### config.mk
export PLATFORM = sky130hd
export DESIGN_NAME = tx_phase_fifo
export DESIGN_NICKNAME = d
export VERILOG_FILES = /design/src/rtl/txpf_pkg.sv /design/src/rtl/txpf_ctrl.sv /design/src/rtl/txpf_mem.sv /design/src/rtl/txpf_out.sv /design/src/rtl/tx_phase_fifo.sv
export SDC_FILE = /design/constraint.sdc
export NUM_CORES = 1
export LEC_CHECK = 0
export BUFFER_PORTS_ARGS = -buffer_cell sky130_fd_sc_hd__clkbuf_2
export CORE_UTILIZATION = 55
export CTS_CLUSTER_DIAMETER = 200
export CTS_CLUSTER_SIZE = 20
export DETAILED_ROUTE_END_ITERATION = 12
export PLACE_DENSITY = 0.77
export SLEW_MARGIN = 20
export SYNTH_ARGS = -nofsm -noshare
export SYNTH_HDL_FRONTEND = slang
export SYNTH_SLANG_ARGS = --single-unit
### constraint.sdc
create_clock -name clk -period 3.15 [get_ports clk]
set_clock_uncertainty 0.05 [all_clocks]
set_input_delay 0.4725 -clock clk [delete_from_list [all_inputs] [get_ports clk]]
set_output_delay 0.4725 -clock clk [all_outputs]
set_load 0.05 [all_outputs]
### src/rtl/txpf_pkg.sv
package txpf_pkg;
  typedef enum logic [1:0] {
    TXPF_STD     = 2'd0,
    TXPF_LOWLAT  = 2'd1,
    TXPF_REG     = 2'd2,
    TXPF_FASTREG = 2'd3
  } txpf_mode_e;
endpackage

### src/rtl/txpf_ctrl.sv
module txpf_ctrl
  import txpf_pkg::*;
#(
  parameter int DEPTH    = 8,
  parameter int LL_DEPTH = 4,
  parameter int LL_START = 2,
  localparam int AW = $clog2(DEPTH),
  localparam int CW = AW + 1
) (
  input  logic          clk,
  input  logic          rst_n,
  input  txpf_mode_e    mode,
  input  logic          wr_valid,
  input  logic          rd_req,
  output logic          wr_en,
  output logic          rd_en,
  output logic [AW-1:0] wptr,
  output logic [AW-1:0] rptr,
  output logic          full,
  output logic          empty,
  output logic          overflow,
  output logic          underflow
);
  logic [CW-1:0] cnt_q, cnt_d, cap;
  logic [AW-1:0] wptr_q, wptr_d, rptr_q, rptr_d;
  logic          primed_q, primed_d, ovf_q, ovf_d, udf_q, udf_d;
  logic          fifo_on, ll_on;

  // next-state logic
  always_comb begin
    fifo_on = (mode == TXPF_STD) || (mode == TXPF_LOWLAT);
    ll_on   = (mode == TXPF_LOWLAT);
    cap     = ll_on ? CW'(LL_DEPTH) : CW'(DEPTH);
    full    = fifo_on && (cnt_q == cap);
    empty   = !fifo_on || (cnt_q == '0) || (ll_on && !primed_q);
    wr_en   = fifo_on && wr_valid && !full;
    rd_en   = fifo_on && rd_req && !empty;
    cnt_d   = cnt_q + CW'(wr_en) - CW'(rd_en);
    wptr_d  = wptr_q;
    if (wr_en) wptr_d = (wptr_q == AW'(DEPTH - 1)) ? '0 : wptr_q + 1'b1;
    rptr_d  = rptr_q;
    if (rd_en) rptr_d = (rptr_q == AW'(DEPTH - 1)) ? '0 : rptr_q + 1'b1;
    primed_d = ll_on && ((cnt_d >= CW'(LL_START)) || (primed_q && (cnt_d != '0)));
    ovf_d    = ovf_q | (fifo_on & wr_valid & full);
    udf_d    = udf_q | (fifo_on & rd_req & empty);
  end

  // state registers
  always_ff @(posedge clk or negedge rst_n) begin
    if (!rst_n) begin
      cnt_q    <= '0;
      wptr_q   <= '0;
      rptr_q   <= '0;
      primed_q <= 1'b0;
      ovf_q    <= 1'b0;
      udf_q    <= 1'b0;
    end else begin
      cnt_q    <= cnt_d;
      wptr_q   <= wptr_d;
      rptr_q   <= rptr_d;
      primed_q <= primed_d;
      ovf_q    <= ovf_d;
      udf_q    <= udf_d;
    end
  end

  assign wptr      = wptr_q;
  assign rptr      = rptr_q;
  assign overflow  = ovf_q;
  assign underflow = udf_q;
endmodule

### src/rtl/txpf_mem.sv
module txpf_mem #(
  parameter int W     = 8,
  parameter int DEPTH = 8,
  localparam int AW = $clog2(DEPTH)
) (
  input  logic          clk,
  input  logic          we,
  input  logic [AW-1:0] waddr,
  input  logic [W-1:0]  wdata,
  input  logic [AW-1:0] raddr,
  output logic [W-1:0]  rdata
);
  logic [W-1:0] slot [DEPTH];

  for (genvar i = 0; i < DEPTH; i++) begin : g_slot
    logic slot_en;
    assign slot_en = we && (waddr == AW'(i));
    always_ff @(posedge clk) begin
      if (slot_en) slot[i] <= wdata;
    end
  end

  assign rdata = slot[raddr];
endmodule

### src/rtl/txpf_out.sv
module txpf_out
  import txpf_pkg::*;
#(
  parameter int W = 8
) (
  input  logic         clk,
  input  logic         rst_n,
  input  txpf_mode_e   mode,
  input  logic         wr_valid,
  input  logic [W-1:0] wr_data,
  input  logic         pop,
  input  logic [W-1:0] pop_data,
  output logic         rd_valid,
  output logic [W-1:0] rd_data
);
  logic         s1_v_q, s1_v_d, s1_en;
  logic [W-1:0] s1_d_q, s1_d_d;
  logic         o_v_q, o_v_d;
  logic [W-1:0] o_d_q, o_d_d;

  always_comb begin
    s1_en  = (mode == TXPF_FASTREG);
    s1_v_d = s1_en ? wr_valid : s1_v_q;
    s1_d_d = s1_en ? wr_data  : s1_d_q;
    unique case (mode)
      TXPF_REG: begin
        o_v_d = wr_valid;
        o_d_d = wr_data;
      end
      TXPF_FASTREG: begin
        o_v_d = s1_v_q;
        o_d_d = s1_d_q;
      end
      default: begin
        o_v_d = pop;
        o_d_d = pop ? pop_data : o_d_q;
      end
    endcase
  end

  always_ff @(posedge clk or negedge rst_n) begin
    if (!rst_n) begin
      s1_v_q <= 1'b0;
      s1_d_q <= '0;
      o_v_q  <= 1'b0;
      o_d_q  <= '0;
    end else begin
      s1_v_q <= s1_v_d;
      s1_d_q <= s1_d_d;
      o_v_q  <= o_v_d;
      o_d_q  <= o_d_d;
    end
  end

  assign rd_valid = o_v_q;
  assign rd_data  = o_d_q;
endmodule

### src/rtl/tx_phase_fifo.sv
module tx_phase_fifo
  import txpf_pkg::*;
#(
  parameter int W        = 8,
  parameter int DEPTH    = 8,
  parameter int LL_DEPTH = 4,
  parameter int LL_START = 2
) (
  input  logic         clk,
  input  logic         rst_n,
  input  logic [1:0]   mode,
  input  logic         wr_valid,
  input  logic [W-1:0] wr_data,
  input  logic         rd_req,
  output logic         rd_valid,
  output logic [W-1:0] rd_data,
  output logic         full,
  output logic         empty,
  output logic         overflow,
  output logic         underflow
);
  localparam int AW = $clog2(DEPTH);

  txpf_mode_e    mode_e;
  logic          wr_en, rd_en;
  logic [AW-1:0] wptr, rptr;
  logic [W-1:0]  head_word;

  assign mode_e = txpf_mode_e'(mode);

  txpf_ctrl #(.DEPTH(DEPTH), .LL_DEPTH(LL_DEPTH), .LL_START(LL_START)) u_ctrl (
    .clk(clk), .rst_n(rst_n), .mode(mode_e), .wr_valid(wr_valid), .rd_req(rd_req),
    .wr_en(wr_en), .rd_en(rd_en), .wptr(wptr), .rptr(rptr), .full(full),
    .empty(empty), .overflow(overflow), .underflow(underflow)
  );

  txpf_mem #(.W(W), .DEPTH(DEPTH)) u_mem (
    .clk(clk), .we(wr_en), .waddr(wptr), .wdata(wr_data), .raddr(rptr), .rdata(head_word)
  );

  txpf_out #(.W(W)) u_out (
    .clk(clk), .rst_n(rst_n), .mode(mode_e), .wr_valid(wr_valid), .wr_data(wr_data),
    .pop(rd_en), .pop_data(head_word), .rd_valid(rd_valid), .rd_data(rd_data)
  );
endmodule

Word level (Yosys, flattened, before mapping)
Memory sizes are Yosys's and may differ from the RTL's.
Index checks and enable logic that the tools add are counted.
{"block": "op_classes", "muxes": 43, "n_eq_ne": 12, "bitwise": 6, "n_reduce_logical": 36, "magnitude_cmp": 1, "addsub": 4}
{"op": "$mux W8", "count": 8}
{"op": "$reduce_or A8 Y1", "count": 7}
{"op": "$mux W3", "count": 9}
{"op": "$mux W1", "count": 23}
{"op": "$logic_and A1 B1 Y1", "count": 16}
{"op": "$pmux W8 S2", "count": 1}
{"op": "$eq A3 B3 Y1 const B", "count": 5}
{"op": "$add A3 B1 Y3 const B", "count": 2}
{"op": "$eq A3 B2 Y1 const B", "count": 2}
{"op": "$add A4 B1 Y4", "count": 1}
{"op": "$and A1 B1 Y1", "count": 4}
{"op": "$eq A2 B2 Y1 const B", "count": 2}
{"op": "$eq A4 B4 Y1", "count": 1}
{"op": "$ge A4 B2 Y1 const B", "count": 1}
{"op": "$logic_not A1 Y1", "count": 4}
{"op": "$logic_not A4 Y1", "count": 1}
{"op": "$logic_or A1 B1 Y1", "count": 4}
{"op": "$mux W4", "count": 1}
{"op": "$reduce_bool A4 Y1", "count": 1}
{"op": "$sub A4 B1 Y4", "count": 1}
{"op": "$eq A3 B1 Y1 const B", "count": 1}
{"op": "$logic_not A3 Y1", "count": 1}
{"op": "$reduce_bool A3 Y1", "count": 1}
{"op": "$eq A2 B1 Y1 const B", "count": 1}
{"op": "other kinds (3)", "count": 4}
{"block": "word_totals", "n_memories": 1, "word_cells": 113, "ram_bits": 64, "regBits": 31}
{"name": "u_mem.slot", "depth": 8, "word_bits": 8, "rd": 1, "rd_clocked_by_memory_dff": 0, "write_ports": 1, "line_no": "txpf_mem.sv:13", "rtl": "logic [W-1:0] slot [DEPTH];"}

Longest topological paths before layout
Gate-level depths: netlist of run 1.
{"block": "logic_depth", "word_depth": 17, "ltp_mapped": 12, "mapped_depth_nobuf": 11}

By module
A second synthesis of run 1 with hierarchy kept.
{"block": "unflattened", "cells_unflattened": 240, "area_unflattened_um2": 4242.8}
{"mod": "txpf_mem", "instances": 1, "area_per_inst_um2": 2531.2, "cells_per_inst": 106}
{"mod": "txpf_out", "instances": 1, "area_per_inst_um2": 888.4, "cells_per_inst": 58}
{"mod": "txpf_ctrl", "instances": 1, "area_per_inst_um2": 823.3, "cells_per_inst": 76}

Worst setup path after synthesis of run 1
Ideal clock, no wire load.
{"block": "synth_path", "path_type": "input port to flip-flop", "start": "in mode[0]", "end": "reg u_ctrl.primed_q", "stages": 12, "setup_slack_ns": -0.312, "arrival_ns": 3.286, "setup_time_ns": 0.126, "required_ns": 2.974, "path_cell_list": "or3b_4 > a2111oi_4 > nor3b_1 > buf_2 > inv_2 > ha_1 > inv_1 > ha_1 > inv_1 > fa_1 > xnor2_1 > o311a_1"}
{"block": "synth_between", "elab_chain_cells": 12}
{"element": "from (decl)", "line_no": "tx_phase_fifo.sv:11", "rtl": "input logic [1:0] mode,"}
{"element": "$eq A2 B1 Y1", "line_no": "txpf_ctrl.sv:31, txpf_ctrl.sv:32"}
{"element": "$mux W4", "line_no": "txpf_ctrl.sv:33", "rtl": "cap = ll_on ? CW'(LL_DEPTH) : CW'(DEPTH);"}
{"element": "$eq A4 B4 Y1", "line_no": "txpf_ctrl.sv:34", "rtl": "full = fifo_on && (cnt_q == cap);"}
{"element": "$logic_and A1 B1 Y1 (*)", "line_no": "txpf_ctrl.sv:34"}
{"element": "net full", "line_no": "tx_phase_fifo.sv:17", "rtl": "output logic full,"}
{"element": "$logic_not A1 Y1 (*)", "line_no": "txpf_ctrl.sv:36", "rtl": "wr_en = fifo_on && wr_valid && !full;"}
{"element": "$logic_and A1 B1 Y1 (*)", "line_no": "txpf_ctrl.sv:36"}
{"element": "$add A4 B1 Y4 (*)", "line_no": "txpf_ctrl.sv:38", "rtl": "cnt_d = cnt_q + CW'(wr_en) - CW'(rd_en);"}
{"element": "$sub A4 B1 Y4 (*)", "line_no": "txpf_ctrl.sv:38"}
{"element": "net u_ctrl.cnt_d[2]", "line_no": "txpf_ctrl.sv:24", "rtl": "logic [CW-1:0] cnt_q, cnt_d, cap;"}
{"element": "parallel branches: the longest is 2 deep, another holds $ge A4 B2 Y1"}
{"element": "$logic_or A1 B1 Y1 (*)", "line_no": "txpf_ctrl.sv:43", "rtl": "primed_d = ll_on && ((cnt_d >= CW'(LL_START)) || (primed_q && (cnt_d != '0)));"}
{"element": "$logic_and A1 B1 Y1 (*)", "line_no": "txpf_ctrl.sv:43"}
{"element": "net u_ctrl.primed_d", "line_no": "txpf_ctrl.sv:26", "rtl": "logic primed_q, primed_d, ovf_q, ovf_d, udf_q, udf_d;"}
{"element": "to (signal assigned)", "line_no": "txpf_ctrl.sv:61", "rtl": "primed_q <= primed_d;"}
{"element": "to (decl)", "line_no": "txpf_ctrl.sv:26"}
Mark *: on every way through the listed nets, which the timed path passes.
A chain may end at the register's enable or synchronous reset.

Worst setup path in the final report of run 1
{"block": "layout_path", "start": "reg u_ctrl.cnt_q[2]", "end": "reg u_ctrl.primed_q"}
{"block": "layout_between", "elab_chain_cells": 10}
{"element": "from (decl)", "line_no": "txpf_ctrl.sv:24"}
{"element": "from (signal assigned)", "line_no": "txpf_ctrl.sv:58", "rtl": "cnt_q <= cnt_d;"}
{"element": "$eq A4 B4 Y1 or $logic_not A4 Y1 (tied branches)", "line_no": "txpf_ctrl.sv:34, txpf_ctrl.sv:35"}
{"element": "$logic_and A1 B1 Y1 or $logic_or A1 B1 Y1 (tied branches)", "line_no": "txpf_ctrl.sv:34, txpf_ctrl.sv:35"}
{"element": "$logic_not A1 Y1 or $logic_or A1 B1 Y1 (tied branches)", "line_no": "txpf_ctrl.sv:36, txpf_ctrl.sv:35"}
{"element": "$logic_and A1 B1 Y1 or $logic_not A1 Y1 (tied branches)", "line_no": "txpf_ctrl.sv:36, txpf_ctrl.sv:37"}
{"element": "$add A4 B1 Y4 or $logic_and A1 B1 Y1 (tied branches)", "line_no": "txpf_ctrl.sv:38, txpf_ctrl.sv:37"}
{"element": "$sub A4 B1 Y4 (*)", "line_no": "txpf_ctrl.sv:38"}
{"element": "net u_ctrl.cnt_d[3]", "line_no": "txpf_ctrl.sv:24"}
{"element": "parallel branches: the longest is 2 deep, another holds $ge A4 B2 Y1"}
{"element": "$logic_or A1 B1 Y1 (*)", "line_no": "txpf_ctrl.sv:43"}
{"element": "$logic_and A1 B1 Y1 (*)", "line_no": "txpf_ctrl.sv:43"}
{"element": "net u_ctrl.primed_d", "line_no": "txpf_ctrl.sv:26"}
Marks and branches as above.

==> results.py, run 1 <==
metrics = {
    "power_and_ir_drop": {
        "seqPwrFrac": 0.450,
        "power_frac_clock": 0.246,
        "internal-power_mw": 2.58,
        "peakVddDrop_v": 0.000499,
        "leakage_nw": 1.78,
        "p_sw_frac": 0.325,
        "p_sw_mw": 1.24,
        "combPwrFrac": 0.304,
        "power.density_nw_per_um2": 837,
        "power_mw": 3.82,
    },
    "critical_path": {
        "path_class": "flop to flop",
        "start_kind": "flop",
        "critical_path_depth": 11,
        "crit_path_top_delay_cell": "or3b_4",
        "worst-path-max-fanout": 3,
        "path_buf_inv": 2,
        "critPathTopFamily": "compound AO/OA/AOI/OAI gates",
        "cpPeakStageDelay_ns": 0.41,
        "required_ns": 3.34,
        "cp-endpoint": "u_ctrl.primed_q",
        "r2r_slack_ns": 0.29,
        "end_kind": "flop",
        "regToRegEndpoint": "u_ctrl.primed_q",
        "startpoint": "u_ctrl.cnt_q[2]",
        "r2r_cells": 11,
        "cp.arrival_ns": 3.05,
        "path_cells": "or3b_4, a2111oi_4, nor3b_2, inv_4, ha_4, inv_1, ha_1, a21o_1, a21oi_1, xor2_1, o311a_1",
        "r2r-start": "u_ctrl.cnt_q[2]",
    },
    "placement": {
        "dpl-instance-area_um2": 4320,
        "dp.final_hpwl_mm": 4.84,
        "gp_congestion": 0.832,
        "io_buffers": 26,
        "place_inst": 361,
        "dp_slack_ns": 0.157,
    },
    "synthesis": {
        "synthesis.area_um2": 4030,
        "synth_nets": 272,
        "synthCells": 244,
        "synth_compound_area_frac": 0.0409,
        "yosysWarnings": 0,
        "synth.area.mux_share": 0.173,
        "synthXorXnorAreaFrac": 0.00434,
        "yosysUniqueCellTypes": 29,
        "synthAdderAreaFrac": 0.0453,
        "synth_seq_area_share": 0.669,
        "ys_seq_elements": 95,
        "synth_top_family_by_area": "multiplexers",
        "yosys.area_share.simple": 0.0450,
        "syn_avg_cell_area_um2": 16.5,
    },
    "route": {
        "via_count": 2161,
        "route.detailed.drc": 0,
        "via_per_inst": 5.73,
        "drt_iter0_drc": 122,
        "wl_per_cell_um": 19.3,
        "antenna_left": 0,
        "drt_first_pass_iters": 4,
        "wl_mm": 7.26,
    },
    "floorplan": {
        "die_area_um2": 7680,
        "io_pins": 27,
        "die_height_um": 87.6,
        "core_area_um2": 6940,
        "die_w_um": 87.6,
        "start_util": 0.581,
        "row_count": 30,
    },
    "cts": {
        "postCtsSetupBuffers": 0,
        "cts_buffer_depth": 2,
        "clk_pin_slew_ns": 0.09,
        "clock-root-buffer": "clkbuf_8",
        "cts_buffers": 9,
        "cts_htree_levels": 3,
        "clock_latency_ns": 0.36,
        "postCtsHoldBufs": 0,
        "cts.sinks": 95,
        "cts_resized": 0,
        "cts_tree": "done",
    },
    "finish": {
        "area_delta_synth_final_pct": 13.1,
        "fin_util": 0.657,
        "nets": 304,
        "antenna_cells": 0,
        "final_cell_area_um2": 4560,
        "fin_cells": 377,
        "fillCellCount": 472,
        "drive_gt1_frac": 0.310,
    },
    "run": {
        "max_cap_viol_count": 0,
    },
    "timing": {
        "layout_min_cycle_time_ns": 2.86,
        "relSlewSlack": 0.461,
        "setup_ws_ns": 0.286,
        "hold_viol": 0,
        "post-route-period-util": 0.909,
        "slew_violations": 0,
        "grt_setup_unrepaired": "false",
        "fin_tns_setup_ns": 0,
        "max_freq_ghz": 0.349,
        "setup_violations": 0,
        "tightest_slew_ns": 0.808,
        "whs_ns": 0.143,
    },
    "global_routing": {
        "grtUsageTotal": 0.216,
        "antenna_found_initial": 0,
        "grt_pass1_wl_mm": 11.4,
        "first_global_vias": 2183,
        "overflow": 0,
        "grt_max_degree": 32,
    },
    "outcome": {
        "status": "finished clean",
    },
    "hold_path": {
        "hp-class": "input port to asynchronous set/reset pin",
    },
}
synth_stat cells:
library cell	instances	area share
edfxtp_1	64	0.48
or3b_4	1	0.0028
and3_1	6	0.0093
buf_1	1	0.00093
nor3b_1	1	0.0019
fa_1	1	0.0050
and2_1	2	0.0031
xor2_1	1	0.0022
nand2_1	4	0.0037
mux2_2	13	0.036
mux2i_1	19	0.047
buf_2	5	0.0062
a21oi_1	18	0.022
dfrtp_1	31	0.19
inv_1	11	0.010
inv_2	1	0.00093
nand3b_1	1	0.0019
mux4_2	16	0.089
ha_1	13	0.040
o311a_1	1	0.0025
a2111oi_4	1	0.0068
clkbuf_1	5	0.0047
xnor2_1	1	0.0022
nand2b_1	2	0.0031
nor2_1	19	0.018
a211oi_1	1	0.0019
o21bai_1	2	0.0037
nor2b_1	1	0.0016
a21o_1	2	0.0037
final cells by class:
| type | instances | area [µm²] | area share |
|---|---|---|---|
| multi-input combinational | 126 | 1280 | 0.281 |
| clock inverter | 7 | 118 | 0.0258 |
| sequential | 95 | 2700 | 0.591 |
| timing repair buffer | 32 | 175 | 0.0384 |
| clock buffer | 9 | 124 | 0.0271 |
| tap | 96 | 120 | 0.0263 |
| inverter | 12 | 47.5 | 0.0104 |
power by group through the flow:
stage	Sequential, mW	Clock, mW	Combinational (mW)
after floorplan	1.79	0	0.808
after global placement	1.74	0	1.14
final	1.72	0.939	1.16
after CTS	1.72	0.957	1.18
after detailed placement	1.75	0	1.17
after global routing	1.75	1.02	1.27
worst reg2reg max path, delay by kind of cell, from the launching register on:
kind                       cells  cell delay [ns]
AOI/OAI and AO/OA              4             1.12
and+or+nand+nor                2             0.53
DFF                            1             0.40
adders and majority gates      2             0.40
buffers and inverters          2             0.13
xor gates and xnor gates       1             0.11
cells in the final DEF (no fill, tap or decap), types with 2 or more instances in the layout:
cell type,n
edfxtp_1,64
dfrtp_1,31
clkbuf_2,26
nor2_1,19
mux2i_1,19
a21oi_1,18
mux4_2,16
mux2_2,13
ha_1,11
inv_1,9
clkbuf_8,9
and3_1,6
buf_4,6
nand2_1,4
bufinv_16,3
inv_2,2
nand2b_1,2
a21o_1,2
o21bai_1,2
and2_1,2
ha_4,2
inv_6,2
layer usage:
layer / global-route usage / part of all wire / up-vias / wire (µm)
met5: 0 / 0 / - / 0
met4: 0.0581 / 0.010 / 0 / 76
met3: 0.0754 / 0.037 / 11 / 268
met2: 0.369 / 0.52 / 57 / 3760
met1: 0.265 / 0.43 / 1114 / 3150
li1: - / - / 979 / -
logic make-up after synthesis:
logic type	Yosys count
AND/OR/NAND/NOR	37
flip-flops	95
buffers and inverters	23
multiplexers	48
XOR/XNOR	2
AO/OA/AOI/OAI	25
adder cells (fa/ha/maj)	14
how the worst min path moves through the flow:
stage	startpoint	end	slack, ns	cells after the start
floorplan	rst_n	u_ctrl.cnt_q[0]	0.13	0
global placement	u_ctrl.overflow	u_ctrl.overflow	0.39	1
detailed placement	u_ctrl.overflow	u_ctrl.overflow	0.39	1
CTS	rst_n	u_out.s1_d_q[7]	0.14	1
global route	rst_n	u_ctrl.cnt_q[1]	0.17	1
finish	rst_n	u_ctrl.overflow	0.14	1
sequential cells by signal, summed over array words and instances (netlist names):
register          cells
u_mem.slot           64
u_out.rd_data         8
u_out.s1_d_q          8
u_ctrl.cnt_q          4
u_ctrl.rptr           3
u_ctrl.wptr           3
u_ctrl.overflow       1
u_ctrl.primed_q       1
u_ctrl.underflow      1
u_out.rd_valid        1
u_out.s1_v_q          1
No activity file was read; power rests on OpenSTA's default activity.
==> run 2: changes to the inputs <==
==> constraint.sdc (replaced) <==
create_clock -name clk -period 3.2 [get_ports clk]
set_clock_uncertainty 0.05 [all_clocks]
set_input_delay 0.48 -clock clk [delete_from_list [all_inputs] [get_ports clk]]
set_output_delay 0.48 -clock clk [all_outputs]
set_load 0.05 [all_outputs]
==> results.py, run 2 (synthesis results as in run 1) <==
metrics = {
    "global_routing": {
        "busiest_layer": "met2",
        "antenna_found_initial": 0,
        "use_met3": 0.0358,
        "first_global_vias": 2202,
        "grt_max_degree": 32,
        "grtUsageTotal": 0.214,
        "grt_pass1_wl_mm": 11.5,
        "grt_use_met2": 0.346,
        "grt_util_met1": 0.292,
        "overflow": 0,
    },
    "placement": {
        "dp.final_hpwl_mm": 4.79,
        "gp_congestion": 0.783,
        "place_inst": 360,
        "io_buffers": 26,
        "dpl-instance-area_um2": 4310,
    },
    "route": {
        "wl_mm": 7.11,
        "via_count": 2112,
        "drt_iter0_drc": 194,
        "antenna_left": 0,
        "route.detailed.drc": 0,
        "drt_first_pass_iters": 4,
        "via_per_inst": 5.62,
        "wl_per_cell_um": 18.9,
    },
    "cts": {
        "postCtsHoldBufs": 0,
        "cts_tree": "done",
        "cts.sinks": 95,
        "cts_buffer_depth": 2,
        "cts_htree_levels": 3,
        "cts_resized": 0,
        "postCtsSetupBuffers": 0,
        "clock-root-buffer": "clkbuf_8",
        "clock_latency_ns": 0.34,
        "clk_pin_slew_ns": 0.08,
        "cts_buffers": 9,
    },
    "critical_path": {
        "path_class": "flop to flop",
        "start_kind": "flop",
        "r2r_cells": 11,
        "critical_path_depth": 11,
        "crit_path_top_delay_cell": "fa_2",
        "cpPeakStageDelay_ns": 0.53,
        "r2r_slack_ns": 0.29,
        "critPathTopFamily": "adder cells",
        "end_kind": "flop",
        "regToRegEndpoint": "u_ctrl.primed_q",
        "path_cells": "or3b_4, a2111oi_4, nor3b_2, inv_4, ha_4, inv_2, ha_4, inv_2, fa_2, nand2_1, o311a_1",
        "required_ns": 3.38,
        "path_buf_inv": 3,
        "cp.arrival_ns": 3.08,
        "worst-path-max-fanout": 3,
        "cp-endpoint": "u_ctrl.primed_q",
        "startpoint": "u_ctrl.cnt_q[2]",
        "r2r-start": "u_ctrl.cnt_q[2]",
    },
    "finish": {
        "top_register": "u_mem.slot",
        "nets": 303,
        "fin_cells": 376,
        "final_cell_area_um2": 4480,
        "drive_gt1_frac": 0.289,
        "most-common-layout-cells": "edfxtp_1, dfrtp_1, clkbuf_2, nor2_1, mux2i_1",
        "largest_reg_flops": 64,
        "area_delta_synth_final_pct": 10.9,
        "antenna_cells": 0,
        "final_common_cell": "edfxtp_1",
    },
    "power_and_ir_drop": {
        "leakage_nw": 1.74,
        "peakVddDrop_v": 0.000416,
        "power.density_nw_per_um2": 779,
        "power_mw": 3.48,
    },
    "timing": {
        "setup_violations": 0,
        "relSlewSlack": 0.458,
        "max_freq_ghz": 0.344,
        "layout_min_cycle_time_ns": 2.91,
        "slew_violations": 0,
        "grt_setup_unrepaired": "false",
        "post-route-period-util": 0.908,
        "hold_viol": 0,
        "whs_ns": 0.148,
        "tightest_slew_ns": 0.813,
    },
    "floorplan": {
        "die_height_um": 87.6,
        "core_area_um2": 6940,
        "io_pins": 27,
        "row_count": 30,
        "die_w_um": 87.6,
        "start_util": 0.581,
        "die_area_um2": 7680,
    },
    "outcome": {
        "status": "finished clean",
    },
    "hold_path": {
        "hp-class": "input port to asynchronous set/reset pin",
    },
    "run": {
        "max_cap_viol_count": 0,
    },
}
-- run 2: changes by cell type in the layout (fill, tap and decap cells not counted) --
| cell | before | now |
|---|---|---|
| clkbuf_1 | 0 | 4 |
| bufinv_16 | 3 | 0 |
| inv_6 | 2 | 0 |
| buf_4 | 6 | 5 |
| clkbuf_8 | 9 | 10 |
| clkinv_1 | 0 | 1 |
| clkinvlp_2 | 1 | 0 |
-- run 2: per-stage QoR --
step / util / setup TNS, ns / setup slack (ns)
floorplan: - / -0.266 / -0.266
global placement: 0.621 / 0 / 0.200
CTS: 0.645 / 0 / 0.278
global route: 0.645 / 0 / 0.154
finish: 0.645 / 0 / 0.294
detailed placement: 0.621 / 0 / 0.124
-- run 2: worst reg2reg max path: stages, from the launching register on --
cell,delay (ns)
dfrtp_1,0.40
or3b_4,0.41
a2111oi_4,0.45
nor3b_2,0.13
inv_4,0.08
ha_4,0.19
inv_2,0.06
ha_4,0.13
inv_2,0.04
fa_2,0.53
nand2_1,0.05
o311a_1,0.28
-- run 2: worst min path at each step --
stage	startpoint	endpoint	slack [ns]	cells past startpoint
final	rst_n	u_ctrl.wptr[0]	0.15	1
after detailed placement	u_ctrl.underflow	u_ctrl.underflow	0.42	1
after CTS	rst_n	u_ctrl.wptr[0]	0.16	1
after global routing	rst_n	u_ctrl.wptr[2]	0.20	1
after global placement	u_ctrl.overflow	u_ctrl.overflow	0.39	1
after floorplan	rst_n	u_ctrl.cnt_q[0]	0.13	0
-- run 2: final cells by class --
type	count	area (µm²)
inverter	12	47.5
multi-input combinational	126	1280
timing repair buffer	31	168
clock inverter	2	8.76
tap	96	120
clock buffer	14	153
sequential	95	2700
fill	520	2470
-- run 2: layer usage --
layer / vias up / wire length, µm / share of wire
li1: 976 / - / -
met4: 0 / 48 / 0.0067
met5: - / 0 / 0
met2: 49 / 3660 / 0.51
met3: 8 / 252 / 0.035
met1: 1079 / 3150 / 0.44
-- run 2: where the power goes --
group | internal, mW | switching [mW] | leakage (nW)
logic | 0.509 | 0.616 | 0.724
registers | 1.51 | 0.188 | 0.935
clock network | 0.302 | 0.364 | 0.0821
total | 2.32 | 1.17 | 1.74
